**src/rtl/pswdiv_pkg.sv**
```systemverilog
package pswdiv_pkg;

    localparam int A_W  = 6;
    localparam int B_W  = 13;
    localparam int R_W  = 14;
    localparam int PC_W = 3;
    localparam int PM_W = 7;

    typedef struct packed {
        logic            dual;
        logic [PM_W-1:0] p;
        logic [A_W-1:0]  a;
        logic [B_W-1:0]  b;
    } fb_cfg_t;

    typedef enum logic [1:0] {
        SYNC_OFF = 2'b00,
        SYNC_FB  = 2'b01,
        SYNC_REF = 2'b10,
        SYNC_ALL = 2'b11
    } sync_sel_e;

    function automatic logic [PM_W-1:0] p_of(input logic [PC_W-1:0] code);
        case (code)
            3'd0:    return PM_W'(1);
            3'd1:    return PM_W'(2);
            3'd2:    return PM_W'(3);
            3'd3:    return PM_W'(4);
            3'd4:    return PM_W'(8);
            3'd5:    return PM_W'(16);
            3'd6:    return PM_W'(32);
            default: return PM_W'(64);
        endcase
    endfunction

    function automatic logic cfg_bad(input fb_cfg_t c);
        return (c.b == '0) || (c.dual && (B_W'(c.a) > c.b));
    endfunction

endpackage

```
**src/rtl/pswdiv_cfg.sv**
```systemverilog
module pswdiv_cfg
    import pswdiv_pkg::*;
(
    input  logic            clk,
    input  logic            rst,
    input  logic            load,
    input  fb_cfg_t         cfg_d,
    output logic            dual_q,
    output logic [PM_W-1:0] p_q,
    output logic            err_q
);
    // Shadow of the modulus settings; refreshed only at period boundaries.
    always_ff @(posedge clk) begin
        if (rst || load) begin
            dual_q <= cfg_d.dual;
            p_q    <= cfg_d.p;
            err_q  <= cfg_bad(cfg_d);
        end
    end
endmodule

```
**src/rtl/pswdiv_core.sv**
```systemverilog
module pswdiv_core
    import pswdiv_pkg::*;
(
    input  logic            clk,
    input  logic            rst,
    input  logic            load,
    input  logic            dual_d,
    input  logic [A_W-1:0]  a_d,
    input  logic [B_W-1:0]  b_d,
    input  logic            dual_q,
    input  logic [PM_W-1:0] p_q,
    output logic            term
);
    logic [PM_W-1:0] pre_cnt;
    logic [A_W-1:0]  a_rem;
    logic [B_W-1:0]  b_rem;
    logic [PM_W-1:0] mod_now;
    logic            pre_last;

    // Longer modulus while swallow cycles remain.
    always_comb begin
        mod_now  = (dual_q && (a_rem != '0)) ? p_q + PM_W'(1) : p_q;
        pre_last = (pre_cnt == mod_now - PM_W'(1));
        term     = pre_last && (b_rem == B_W'(1));
    end

    always_ff @(posedge clk) begin
        if (rst || load) begin
            pre_cnt <= '0;
            b_rem   <= b_d;
            a_rem   <= dual_d ? a_d : '0;
        end else if (pre_last) begin
            pre_cnt <= '0;
            b_rem   <= b_rem - B_W'(1);
            if (a_rem != '0)
                a_rem <= a_rem - A_W'(1);
        end else begin
            pre_cnt <= pre_cnt + PM_W'(1);
        end
    end
endmodule

```
**src/rtl/pswdiv_rdiv.sv**
```systemverilog
module pswdiv_rdiv
    import pswdiv_pkg::*;
(
    input  logic           clk,
    input  logic           rst,
    input  logic           restart,
    input  logic           ce,
    input  logic [R_W-1:0] r_in,
    output logic           pulse
);
    logic [R_W-1:0] r_sh;
    logic [R_W-1:0] cnt;
    logic [R_W-1:0] r_eff;
    logic           last;

    always_comb begin
        r_eff = (r_sh == '0) ? R_W'(1) : r_sh;
        last  = (cnt == r_eff - R_W'(1));
    end

    always_ff @(posedge clk) begin
        if (rst || restart) begin
            cnt   <= '0;
            r_sh  <= r_in;
            pulse <= 1'b0;
        end else begin
            pulse <= 1'b0;
            if (ce) begin
                if (last) begin
                    cnt   <= '0;
                    r_sh  <= r_in;
                    pulse <= 1'b1;
                end else begin
                    cnt <= cnt + R_W'(1);
                end
            end
        end
    end
endmodule

```
**src/rtl/pswallow_div.sv**
```systemverilog
module pswallow_div
    import pswdiv_pkg::*;
(
    input  logic            clk,
    input  logic            rst,
    input  logic            sync_in,
    input  logic [1:0]      sync_ctl,
    input  logic            dual_en,
    input  logic [PC_W-1:0] p_code,
    input  logic [A_W-1:0]  a_val,
    input  logic [B_W-1:0]  b_val,
    input  logic            ref_ce,
    input  logic [R_W-1:0]  r_val,
    output logic            fb_pulse,
    output logic            ref_pulse,
    output logic            cfg_err
);
    fb_cfg_t         cfg_d;
    sync_sel_e       ssel;
    logic            sync_fb;
    logic            sync_ref;
    logic            term;
    logic            load_fb;
    logic            dual_q;
    logic [PM_W-1:0] p_q;
    logic            err_q;

    always_comb begin
        cfg_d.dual = dual_en;
        cfg_d.p    = p_of(p_code);
        cfg_d.a    = a_val;
        cfg_d.b    = b_val;
        ssel       = sync_sel_e'(sync_ctl);
        sync_fb    = sync_in && ((ssel == SYNC_FB) || (ssel == SYNC_ALL));
        sync_ref   = sync_in && ((ssel == SYNC_REF) || (ssel == SYNC_ALL));
        load_fb    = sync_fb || term || err_q;
    end

    pswdiv_cfg u_cfg (
        .clk    (clk),
        .rst    (rst),
        .load   (load_fb),
        .cfg_d  (cfg_d),
        .dual_q (dual_q),
        .p_q    (p_q),
        .err_q  (err_q)
    );

    pswdiv_core u_core (
        .clk    (clk),
        .rst    (rst),
        .load   (load_fb),
        .dual_d (cfg_d.dual),
        .a_d    (cfg_d.a),
        .b_d    (cfg_d.b),
        .dual_q (dual_q),
        .p_q    (p_q),
        .term   (term)
    );

    pswdiv_rdiv u_rdiv (
        .clk     (clk),
        .rst     (rst),
        .restart (sync_ref),
        .ce      (ref_ce),
        .r_in    (r_val),
        .pulse   (ref_pulse)
    );

    assign fb_pulse = term && !err_q;
    assign cfg_err  = err_q;
endmodule

```
**config.mk**
```make
export PLATFORM = sky130hd
export DESIGN_NAME = pswallow_div
export DESIGN_NICKNAME = d
export VERILOG_FILES = /design/src/rtl/pswdiv_pkg.sv /design/src/rtl/pswdiv_cfg.sv /design/src/rtl/pswdiv_core.sv /design/src/rtl/pswdiv_rdiv.sv /design/src/rtl/pswallow_div.sv
export SDC_FILE = /design/constraint.sdc
export NUM_CORES = 1
export LEC_CHECK = 0
export BUFFER_PORTS_ARGS = -buffer_cell sky130_fd_sc_hd__buf_2
export CAP_MARGIN = 25
export CORE_UTILIZATION = 45
export CTS_BUF_LIST = sky130_fd_sc_hd__clkbuf_8
export CTS_CLUSTER_DIAMETER = 50
export DETAILED_ROUTE_END_ITERATION = 7
export PLACE_DENSITY = 0.69
export SETUP_SLACK_MARGIN = 0.02
export SYNTH_ARGS = -nofsm -noshare
export SYNTH_HDL_FRONTEND = slang
export SYNTH_SLANG_ARGS = --single-unit
```
**constraint.sdc**
```tcl
create_clock -name clk -period 5.2 [get_ports clk]
set_clock_uncertainty 0.2 [all_clocks]
set_input_delay 0.26 -clock clk [delete_from_list [all_inputs] [get_ports clk]]
set_output_delay 0.26 -clock clk [all_outputs]
set_load 0.01 [all_outputs]
```
==> run summary <==
outcome -> complete, no violations
fraction of registers with async set or reset after synthesis -> 0%
CTS tree -> built
CP startpoint kind -> flop
largest net degree at the start of global routing -> 27
f_max -> 216.1 MHz
LEAKAGE -> 1.822 nW
Mapped Cells -> 385
Rel. slew slack -> 49.89%
Post-Synthesis Cell Area -> 3891 um^2
Post-synth top flop -> edfxtp_1
depth of the CTS H-tree -> 3
# IOs -> 46
Worst Tran Pin Value -> 747.1 ps
Area Growth Syn to Fin -> 17.14%
# DRC -> 0
sequential fraction of the synthesis area -> 43.73%
fraction of layout cells with a size suffix above 1 -> 15.72%
RSZ-0062 raised after global routing -> no
Critical Path Sink Type -> flop
CP required -> 5180 ps
WP data arrival -> 4610 ps
crit share post-route -> 88.98%
Max-Cap Viols -> 0
Final setup viols -> 0
ANT nets after route -> 0
wire length per cell -> 13.67 um
top post-synthesis cells by area -> edfxtp_1 (32%), dfxtp_1 (11%), xnor2_1 (7.4%)
crit path time final -> 4627 ps
Mapped Nets -> 442
Tot Pwr -> 1.222 mW
total CTS buffers -> 9
Antenna diodes -> 0
first-pass GRT wire length -> 13150 um
die width -> 94.99 um
clock root buffer -> clkbuf_8
RR Startpoint -> u_core.a_rem[0]
fill count -> 743
layout net count -> 510
routed wire length -> 7699 um
#FFs+latches synth -> 64
port bufs -> 45
EDFF count, synth -> 42
DIE HEIGHT -> 94.99 um
Starting Density -> 46.89%
Syn. warnings -> 0
Worst Setup SP -> u_core.a_rem[0]
initial antenna violation count -> 0
Mapped Avg Cell Area -> 10.11 um^2
worst-path fanout max -> 16
DR iter-0 viols -> 98
Remaining Overflow, GRT -> 0
Hold Crit Class -> in2reg
Pre-antenna DRT Iters -> 4
critical path type -> reg2reg
most common cell after layout, fill and taps aside -> buf_2
post-synth top area share -> 32.41%
final hold violations -> 0
IR drop worst, VDD -> 0.0001488 V
leading area contributor after synthesis -> edfxtp_1
# clock sinks -> 64
Vias -> 2978
hpwl dp -> 5809 um
CTS Buffer Depth -> 2
GPL Wtd Cong -> 0.8522
Worst-Skew Late Latency -> 330 ps
core area -> 8299 um^2
GRT Util Overall -> 18.74%
max-slew violations -> 0
vias in the first global route -> 2887
Reg clk slew, reported paths -> 70 ps
standard-cell rows -> 33
number of vias per cell -> 5.290
most frequent cells in the layout -> buf_2 (45), edfxtp_1 (42), nor2_1 (41)
Min-Delay Startpoint -> b_val[6]
pwr dens -> 268.2 nW/um^2
Layout Utilization -> 54.92%
Setup Buffers After CTS -> 0
TNS Setup -> 0 ps
DIE AREA -> 9023 um^2
count of cell types in the netlist -> 53
[worst max-delay path: stages, from the launching register on]
cell and delay [ps]:
edfxtp_1 420, inv_1 80, ha_1 180, nor3b_2 370, a21bo_1 360, mux2i_1 240, ha_1 220, nor3b_1 200
mux2i_1 120, xor2_1 190, or3b_1 390, a31o_2 240, o31ai_4 660, buf_4 380, mux2i_1 220
[layer usage]
metal  up-vias  track usage [%]  part of all wire, %
li1       1521                -                    -
met1      1404            23.72                   47
met2        47            32.19                   49
met3         6            4.106                  3.1
met4         0            4.924                  1.1
met5         -                0                    0
[final cells by class]
class	instances	area [um^2]	share of cell area, %
sequential	64	1702	37.33
inverter	16	60.06	1.318
tap	105	131.4	2.882
multi-input combinational	298	2088	45.81
clock buffer	9	123.9	2.718
clock inverter	7	47.55	1.043
timing repair buffer	64	405.4	8.894
[through the flow]
step	setup slack, ps	cell area, um^2	cells	hold slack (ps)
final	573.0	4558	563	32.54
after floorplan	1149	3891	385	158.9
after detailed placement	548.9	4237	532	238.7
after global placement	729.1	4237	532	236.4
after global routing	278.0	4558	563	22.44
after CTS	537.7	4558	563	20.57
[power by group]
group	switching (mW)	leakage (nW)	total (mW)	internal [mW]
combinational	0.112	1.13	0.216	0.104
sequential	0.0391	0.610	0.629	0.590
clock	0.204	0.0870	0.377	0.173
total	0.355	1.82	1.22	0.867
[repair_timing]
item                                    4_1_cts  5_1_grt
gates resized for setup                       0        0
hold buffers                                 15        0
endpoints found under the setup margin        0        0
endpoints found under the hold margin        15        0
[synthesized netlist by cell type (4+ instances only)]
library cell / instances
nor2_1: 41
ha_1: 14
xor2_1: 31
nor4_1: 4
a21oi_1: 12
o21ai_0: 7
nand3_1: 12
edfxtp_1: 42
or3_1: 4
nand4_1: 10
mux2_1: 9
and3_1: 10
xnor2_1: 33
inv_1: 16
mux2i_1: 17
nor3_1: 17
nand2_1: 30
nor3b_1: 5
dfxtp_1: 22
[state kept, by name (all words and copies together) (netlist names)]
| name | count |
|---|---|
| u_cfg.dual_q | 1 |
| u_cfg.err_q | 1 |
| u_rdiv.cnt | 14 |
| u_core.a_rem | 6 |
| u_rdiv.r_sh | 14 |
| u_rdiv.pulse | 1 |
| u_cfg.p_q | 7 |
| u_core.pre_cnt | 7 |
| u_core.b_rem | 13 |
[logic make-up after synthesis]
group | after synthesis | share of synthesized area [%]
multiplexers | 26 | 6.977
buffers and inverters | 23 | 2.829
AND/OR/NAND/NOR | 153 | 20.39
flip-flops | 64 | 43.73
adder cells (fa/ha/maj) | 14 | 4.502
AO/OA/AOI/OAI | 41 | 7.170
XOR/XNOR | 64 | 14.41
[path summary, 6_finish.rpt]
kind,end,slack (ps),cells after the start
worst max-delay path,u_core.a_rem[0],570,14
worst min register to register,u_core.pre_cnt[0],290,1
worst min-delay path,u_core.b_rem[6],30,2
worst max register to register,u_core.a_rem[0],570,14
No activity file was read; power rests on OpenSTA's default activity.
